File: src/rtl/irq_vec_pkg.sv
package irq_vec_pkg;

    typedef enum logic [1:0] {
        ACK_IDLE  = 2'd0,
        ACK_FIRST = 2'd1,
        ACK_LAST  = 2'd2
    } ack_state_e;

    typedef struct packed {
        ack_state_e st;
        logic       ien;
    } seq_regs_t;

endpackage

File: src/rtl/irq_sync.sv
module irq_sync #(
    parameter int   STAGES  = 2,
    parameter logic RST_VAL = 1'b0
) (
    input  logic clk,
    input  logic rst_n,
    input  logic din,
    output logic dout
);
    logic [STAGES-1:0] chain_d, chain_q;

    generate
        if (STAGES == 1) begin : g_one
            always_comb chain_d = din;
        end else begin : g_many
            always_comb chain_d = {chain_q[STAGES-2:0], din};
        end
    endgenerate

    always_ff @(posedge clk or negedge rst_n) begin
        if (!rst_n) chain_q <= {STAGES{RST_VAL}};
        else        chain_q <= chain_d;
    end

    assign dout = chain_q[STAGES-1];
endmodule

File: src/rtl/irq_ack_seq.sv
module irq_ack_seq
    import irq_vec_pkg::*;
(
    input  logic clk,
    input  logic rst_n,
    input  logic req_sync,
    input  logic boundary,
    input  logic en_set,
    input  logic en_clr,
    input  logic rdy,
    output logic in_ack,
    output logic in_last,
    output logic capture,
    output logic en_flag
);
    seq_regs_t r_d, r_q;
    logic      accept;

    always_comb begin
        r_d     = r_q;
        accept  = (r_q.st == ACK_IDLE) && req_sync && r_q.ien && boundary;
        capture = (r_q.st == ACK_LAST) && rdy;

        case (r_q.st)
            ACK_IDLE:  if (accept) r_d.st = ACK_FIRST;
            ACK_FIRST: if (rdy)    r_d.st = ACK_LAST;
            ACK_LAST:  if (rdy)    r_d.st = ACK_IDLE;
            default:               r_d.st = ACK_IDLE;
        endcase

        if (accept)      r_d.ien = 1'b0;
        else if (en_clr) r_d.ien = 1'b0;
        else if (en_set) r_d.ien = 1'b1;
    end

    always_ff @(posedge clk or negedge rst_n) begin
        if (!rst_n) r_q <= '{st: ACK_IDLE, ien: 1'b0};
        else        r_q <= r_d;
    end

    assign in_ack  = (r_q.st != ACK_IDLE);
    assign in_last = (r_q.st == ACK_LAST);
    assign en_flag = r_q.ien;
endmodule

File: src/rtl/irq_vec_calc.sv
module irq_vec_calc #(
    parameter int TYPE_W = 8,
    parameter int ADDR_W = 18,
    parameter int SHIFT  = 2
) (
    input  logic              clk,
    input  logic              rst_n,
    input  logic              capture,
    input  logic [TYPE_W-1:0] type_in,
    output logic              vld,
    output logic [ADDR_W-1:0] addr
);
    localparam int WIDE_W = TYPE_W + SHIFT;

    logic              vld_d, vld_q;
    logic [ADDR_W-1:0] addr_d, addr_q;
    logic [WIDE_W-1:0] scaled;

    always_comb begin
        scaled = {type_in, {SHIFT{1'b0}}};
        vld_d  = capture;
        addr_d = addr_q;
        if (capture) addr_d = ADDR_W'(scaled);
    end

    always_ff @(posedge clk or negedge rst_n) begin
        if (!rst_n) begin
            vld_q  <= 1'b0;
            addr_q <= '0;
        end else begin
            vld_q  <= vld_d;
            addr_q <= addr_d;
        end
    end

    assign vld  = vld_q;
    assign addr = addr_q;
endmodule

File: src/rtl/irq_vector_unit.sv
module irq_vector_unit #(
    parameter int TYPE_W      = 8,
    parameter int ADDR_W      = 18,
    parameter int SCALE_SHIFT = 2,
    parameter int SYNC_STAGES = 2
) (
    input  logic              clk,
    input  logic              rst_n,
    input  logic              irq_req,
    input  logic              ien_set,
    input  logic              ien_clr,
    input  logic              insn_boundary,
    input  logic              bus_rdy,
    input  logic [TYPE_W-1:0] data_lo,
    input  logic              wait_req,
    input  logic              test_n,
    output logic              ack_cyc,
    output logic              ack_second,
    output logic              vec_valid,
    output logic [ADDR_W-1:0] vec_addr,
    output logic              ien,
    output logic              stall
);
    logic irq_s, test_n_s, cap;

    irq_sync #(.STAGES(SYNC_STAGES), .RST_VAL(1'b0)) u_irq_sync (
        .clk(clk), .rst_n(rst_n), .din(irq_req), .dout(irq_s)
    );

    irq_sync #(.STAGES(SYNC_STAGES), .RST_VAL(1'b1)) u_test_sync (
        .clk(clk), .rst_n(rst_n), .din(test_n), .dout(test_n_s)
    );

    irq_ack_seq u_seq (
        .clk(clk), .rst_n(rst_n), .req_sync(irq_s), .boundary(insn_boundary),
        .en_set(ien_set), .en_clr(ien_clr), .rdy(bus_rdy),
        .in_ack(ack_cyc), .in_last(ack_second), .capture(cap), .en_flag(ien)
    );

    irq_vec_calc #(.TYPE_W(TYPE_W), .ADDR_W(ADDR_W), .SHIFT(SCALE_SHIFT)) u_calc (
        .clk(clk), .rst_n(rst_n), .capture(cap), .type_in(data_lo),
        .vld(vec_valid), .addr(vec_addr)
    );

    assign stall = wait_req && test_n_s;
endmodule

File: config.mk
export PLATFORM = sky130hd
export DESIGN_NAME = irq_vector_unit
export DESIGN_NICKNAME = d
export VERILOG_FILES = /design/src/rtl/irq_vec_pkg.sv /design/src/rtl/irq_sync.sv /design/src/rtl/irq_ack_seq.sv /design/src/rtl/irq_vec_calc.sv /design/src/rtl/irq_vector_unit.sv
export SDC_FILE = /design/constraint.sdc
export NUM_CORES = 1
export LEC_CHECK = 0
export BUFFER_PORTS_ARGS = -buffer_cell sky130_fd_sc_hd__buf_2
export CAP_MARGIN = 20
export CORE_MARGIN = 4
export CORE_UTILIZATION = 30
export DETAILED_ROUTE_END_ITERATION = 10
export PLACE_DENSITY = 0.59
export SKIP_CTS_REPAIR_TIMING = 1
export SLEW_MARGIN = 20
export SYNTH_ARGS = -nofsm -noshare
export SYNTH_HDL_FRONTEND = slang
export SYNTH_SLANG_ARGS = --single-unit
File: constraint.sdc
create_clock -name clk -period 1.18 [get_ports clk]
set_input_delay 0.236 -clock clk [delete_from_list [all_inputs] [get_ports clk]]
set_output_delay 0.236 -clock clk [all_outputs]
set_load 0.01 [all_outputs]
==> run_results.csv, run 1 <==
group,metric,value,unit
logic_synthesis,yosysWarnings,0,
route,routed_wl,1.23,mm
floorplanning,fp.dieH,55.2,um
floorplanning,die_area,3050,sq um
setup_path,worst-path-max-fanout,6,
logic_synthesis,yosys.area.top_type,"dfrtp_1",
run_status,violations,"setup timing",
placed_design,port_buffers,29,
timing,maxSlewViolCount,0,
min_path,hp-class,"primary input to flop",
setup_path,crit_path_end_kind,"output port",
layout,antenna_cells,0,
floorplanning,core_area,2040,sq um
logic_synthesis,ys_seq_elements,16,
floorplanning,start_util,0.327,
floorplanning,fp-row-count,16,
route,drt-wirelength-per-cell,11.2,um
layout,final_area,896,sq um
cts,clk_latency,280,ps
run_status,status,"complete, but fails checks",
floorplanning,top_level_ports,40,
floorplanning,dieWidth,55.2,um
route,dr.pass1.iters,2,
route,post-route-drc-count,0,
cts,numCtsBuffers,3,
route,vias,440,
timing,setup_violations,11,
global_route,grt_pass1_wl,1.86,mm
cts,cts_tree,"done",
timing,min_period,1320,ps
layout,layout-drive-gt1-share,0.639,
layout,fillers,209,
layout,final_cell_mix,"buf_2, dfrtp_1, conb_1, mux2_2",
setup_path,critPathLaunchType,"flop",
pwr,p_leak,0.500,nW
global_route,grt_overflow,0,
logic_synthesis,syn_area_per_cell,14.2,sq um
setup_path,arrival,1080,ps
global_route,grt_max_degree,17,
layout,final_util,0.439,
route,drt_iter0_drc,3,
timing,worst_slack,-138,ps
timing,finalHoldViolations,0,
route,viasPerCell,4.00,
cts,cts.clk_slew.worst_paths,90,ps
logic_synthesis,synth.top_cell.area_share,0.524,
pwr,power.density,1820,nW/um^2
layout,nets,101,
timing,min_period_over_period,1.12,
placed_design,gp_congestion,0.602,
cts,ctsHtreeMaxLevel,1,
global_route,grt_pass1_vias,434,
layout,area_growth,34.1,%
pwr,irDropWorstVdd,1.26,mV
global_route,grtUsageTotal,0.0895,
layout,mostFrequentLayoutCell,"buf_2",
setup_path,cp.required,940,ps
logic_synthesis,synth_cells,47,
placed_design,hpwl,926,um
cts,clockRootBuffer,"clkbuf_4",
logic_synthesis,synth_cell_types,15,
global_route,antenna_found_initial,0,
logic_synthesis,synth.area.top_cells,"dfrtp_1, mux2_2, buf_4",
timing,max_clock_freq,0.759,GHz
placed_design,placed_cell_area,806,sq um
pwr,power,1.63,mW
logic_synthesis,synth-seq-area-share,0.603,
flow_run,maxCapViolCount,0,
logic_synthesis,synth_area,668,sq um
cts,clock-sinks,16,
timing,fin_skew,1.34,ps
cts,clockBufferDepth,2,
route,drtAntennaViolNets,0,
setup_path,worstSetupPathType,"flop to output port",
timing,rsz0062_at_grt,"true",
[routing by layer]
layer  global-route usage  wire length, um  vias up
met3               0.0509              133        0
li1                     -                -      207
met5                    0                0        -
met4               0.0243                0        0
met2                0.146              625       30
met1                0.100              471      203
[logic make-up (layout without fill, tap and decap cells)]
family                 Yosys count  after routing  synth area share
flip-flops                      16             16             0.603
multiplexers                     9              9             0.152
buffers and inverters           12             39             0.124
other                            1             10           0.00561
AND/OR/NAND/NOR                  7              7            0.0918
AO/OA/AOI/OAI                    2              2            0.0243
[synthesized netlist by cell type (all sizes together)]
| master | n |
|---|---|
| dfstp | 2 |
| or2 | 1 |
| nand2b | 1 |
| dfrtp | 14 |
| nand4b | 1 |
| nor2b | 1 |
| nand3b | 1 |
| o221a | 1 |
| inv | 2 |
| buf | 10 |
| and2b | 1 |
| and2 | 1 |
| mux2 | 9 |
| conb | 1 |
| a21oi | 1 |
[final timing paths]
| path | startpoint | to | slack, ps | cells after the start |
|---|---|---|---|---|
| worst max-delay path | u_seq.r_q[1] | ack_cyc | -140 | 2 |
| worst min-delay path | test_n | u_test_sync.chain_q[0] | 40 | 1 |
| worst max register to register | u_seq.r_q[2] | u_calc.addr[4] | -140 | 4 |
| worst min register to register | u_irq_sync.chain_q[0] | u_irq_sync.chain_q[1] | 350 | 0 |
| max in group asynchronous | rst_n | u_test_sync.chain_q[0] | 480 | 2 |
| min in group asynchronous | rst_n | u_calc.addr[3] | 400 | 2 |
[worst max-delay path: stages (launching register included)]
cell	delay, ps
dfrtp_2	450
or2_4	240
buf_6	120
[registers in the layout, summed over array words and instances, names as in the netlist]
register and cells:
u_calc.addr 8, u_test_sync.chain_q 2, u_irq_sync.chain_q 2, u_calc.vld 1, u_seq.r_q 2, u_seq.en_flag 1
[metrics by stage]
step / hold slack (ps) / cells / setup TNS, ps / setup slack (ps)
floorplan: -59.6 / 56 / 0 / 164
global placement: 159 / 102 / 0 / 85.1
detailed placement: 161 / 102 / 0 / 64.1
CTS: -158 / 106 / -527 / -258
global route: 16.4 / 110 / -1780 / -189
finish: 42.8 / 110 / -1230 / -138
[area by class of cell]
type	count	area (sq um)	share of cell area
Clock buffer	4	36.3	0.0405
Inverter	2	7.51	0.00838
Multi-Input combinational cell	28	229	0.256
Tap cell	27	33.8	0.0377
Sequential cell	16	405	0.453
Timing Repair Buffer	33	184	0.205
[report_power, final]
group	switching [mW]	internal, mW	leakage [nW]
sequential	0.0768	0.705	0.191
combinational	0.219	0.283	0.287
clock	0.163	0.188	0.0210
(Power assumes the default switching activity.)
==> run 2: changes to the inputs <==
--- a/config.mk
+++ b/config.mk
@@ -5,12 +5,13 @@
 export SDC_FILE = /design/constraint.sdc
 export NUM_CORES = 1
 export LEC_CHECK = 0
+export ABC_AREA = 1
 export BUFFER_PORTS_ARGS = -buffer_cell sky130_fd_sc_hd__buf_2
 export CAP_MARGIN = 20
 export CORE_MARGIN = 4
 export CORE_UTILIZATION = 30
 export DETAILED_ROUTE_END_ITERATION = 10
-export PLACE_DENSITY = 0.59
+export PLACE_DENSITY = 0.58
 export SKIP_CTS_REPAIR_TIMING = 1
 export SLEW_MARGIN = 20
 export SYNTH_ARGS = -nofsm -noshare
==> run 2 against run 1 <==
Compared with the run above:
- the flow still finishes with violations (setup timing)
- flip-flop and latch count unchanged
- register-to-register slack improved by 230 ps
- first-iteration DRC count is 67% higher
- synthesized cell count up 51%
- cell area grew 4.9%
- largest power group unchanged
- via count is 33% higher
- sequential power is essentially flat
- area after synthesis rose by 6.9%
- core utilization decreased by 1.8 points
- non-clock buffer count is 6 higher
- die area grew 5.9%
- power down 3.8%
==> run_results.csv, run 2 <==
group,metric,value,unit
logic_synthesis,yosys.area.top_type,"dfrtp_1",
route,drt-met1-wl,595,um
cts,clock-sinks,16,
logic_synthesis,ys_seq_elements,16,
timing,setup_violations,3,
logic_synthesis,synthTopCellsByCount,"nand2_1, dfrtp_1, buf_4",
timing,max_clock_freq,0.809,GHz
global_route,grt_overflow,0,
global_route,grt_pass1_vias,515,
logic_synthesis,synth-seq-area-share,0.564,
logic_synthesis,synth-edff-count,0,
route,routed_wl,1.43,mm
setup_path,arrival,1000,ps
pwr,power,1.57,mW
logic_synthesis,syn_area_per_cell,10.1,sq um
cts,clockRootBuffer,"clkbuf_4",
route,wl_met2,721,um
flow_run,maxCapViolCount,0,
setup_path,critPathLaunchType,"flop",
floorplanning,top_level_ports,40,
timing,min_period_over_period,1.05,
logic_synthesis,synth_cell_types,17,
placed_design,dp_cells,126,
setup_path,rrSetupSlack,90,ps
placed_design,gp_congestion,0.707,
setup_path,cp.required,940,ps
floorplanning,fp.dieH,56.8,um
setup_path,worstPathBufferInverterCount,3,
pwr,combPwrFrac,0.315,
pwr,pwr-share-clk,0.189,
global_route,antenna_found_initial,0,
setup_path,cp-startpoint,"u_seq.r_q[1]",
setup_path,critical_path.top_delay_family,"flip-flops",
timing,min_period,1240,ps
pwr,irDropWorstVdd,0.884,mV
layout,final_cell_mix,"buf_2, nand2_1, dfrtp_1, conb_1, buf_4",
cts,numCtsBuffers,3,
global_route,grt_max_degree,17,
cts,ctsHtreeMaxLevel,1,
setup_path,ff2ff_path_depth,6,
logic_synthesis,async_flop_share,1.00,
pwr,switching_share,0.328,
placed_design,place_ws,162,ps
route,highest_layer,"met3",
cts,clk_latency,280,ps
global_route,grtUsageTotal,0.0846,
route,drt-wirelength-per-cell,10.3,um
route,post-route-drc-count,0,
timing,rsz0062_at_grt,"true",
logic_synthesis,synth.area.top_cells,"dfrtp_1, buf_4, nand2_1",
layout,final_util,0.421,
timing,worst_slack,-55.9,ps
timing,maxSlewViolCount,0,
timing,finalHoldViolations,0,
pwr,p_sw,0.517,mW
floorplanning,dieWidth,56.8,um
logic_synthesis,synthFlopType,"dfrtp_1",
floorplanning,core_area,2230,sq um
layout,multi_input_area,224,sq um
run_status,violations,"setup timing",
setup_path,critPathMaxStageDelay,420,ps
pwr,power.density,1670,nW/um^2
setup_path,crit_path_top_delay_cell,"dfrtp_1",
setup_path,timing.rr.start,"u_seq.r_q[1]",
layout,area_growth,31.5,%
logic_synthesis,synth_most_common_cell,"nand2_1",
layout,mostFrequentLayoutCell,"buf_2",
setup_path,cp.depth,4,
pwr,p_seq_frac,0.497,
pwr,p_leak,0.539,nW
route,drtAntennaViolNets,0,
min_path,hp-class,"primary input to flop",
logic_synthesis,synth.top_cell.area_share,0.490,
layout,fillers,236,
cts,cts_tree,"done",
floorplanning,start_util,0.320,
setup_path,worstSetupPathType,"flop to output port",
timing,setup_tns,-136,ps
setup_path,r2r-end,"u_calc.addr[6]",
run_status,status,"complete, but fails checks",
layout,nets,128,
pwr,intPower,1.06,mW
setup_path,crit_end,"ack_second",
route,wl_met3,110,um
route,viasPerCell,4.23,
placed_design,hpwl,1.05,mm
route,vias,584,
route,dr.pass1.iters,5,
layout,final_cells,138,
layout,layout-drive-gt1-share,0.445,
layout,seqCellArea,404,sq um
route,drt_iter0_drc,5,
logic_synthesis,synth_cells,71,
setup_path,crit_path_end_kind,"output port",
timing,fin_skew,10.0,ps
setup_path,worstPathCellList,"inv_4, nand2_2, inv_1, buf_2",
logic_synthesis,synth_area,714,sq um
cts,clockBufferDepth,2,
setup_path,worst-path-max-fanout,5,
layout,antenna_cells,0,
global_route,grt_pass1_wl,2.12,mm
layout,largest_reg_flops,8,
floorplanning,die_area,3230,sq um
placed_design,port_buffers,29,
floorplanning,fp-row-count,17,
cts,cts.clk_slew.worst_paths,80,ps
logic_synthesis,yosysWarnings,0,
run 2: cell families (layout without fill, tap and decap cells):
logic type,count (synthesis),in the layout,share of synthesized area
other,1,10,0.00525
AND/OR/NAND/NOR,33,33,0.229
flip-flops,16,16,0.564
buffers and inverters,18,48,0.177
AO/OA/AOI/OAI,3,3,0.0245
run 2: worst reg2reg max path, stage by stage, from the launching register on:
cell	delay (ps)
dfrtp_1	400
inv_4	60
buf_4	130
buf_4	130
buf_4	130
nand4_1	80
nand2_1	60
run 2: cell type report:
class	count	share of cell area
multi-input cells	46	0.238
clock buffers	4	0.0280
inverters	5	0.0226
well taps	28	0.0373
repair buffers	39	0.244
flip-flops and latches	16	0.430
run 2: per-stage QoR:
stage	hold slack (ps)	instance area (sq um)
2_1_floorplan	-59.6	748
3_3_place_gp	164	836
3_5_place_dp	170	836
4_1_cts	-140	862
5_1_grt	26.0	940
6_report	52.6	940
run 2: worst min path at each step:
stage / start / endpoint / depth (start not counted)
CTS: rst_n / u_calc.addr[2] / 1
global placement: rst_n / u_calc.addr[5] / 1
finish: test_n / u_test_sync.chain_q[0] / 1
global route: test_n / u_test_sync.chain_q[0] / 1
detailed placement: rst_n / u_calc.addr[2] / 1
floorplan: rst_n / u_calc.addr[2] / 0
run 2: per-layer routing:
layer | global-route usage | up-vias
li1 | - | 287
met1 | 0.102 | 277
met2 | 0.144 | 20
met3 | 0.0230 | 0
met4 | 0.0298 | 0
met5 | 0 | -
run 2: power by group through the flow:
stage               clock network (mW)  logic, mW  registers (mW)
finish                           0.297      0.495           0.781
global route                     0.340      0.555           0.804
CTS                              0.300      0.455           0.785
detailed placement                   0      0.455           0.795
global placement                     0      0.454           0.787
floorplan                            0      0.202           0.856
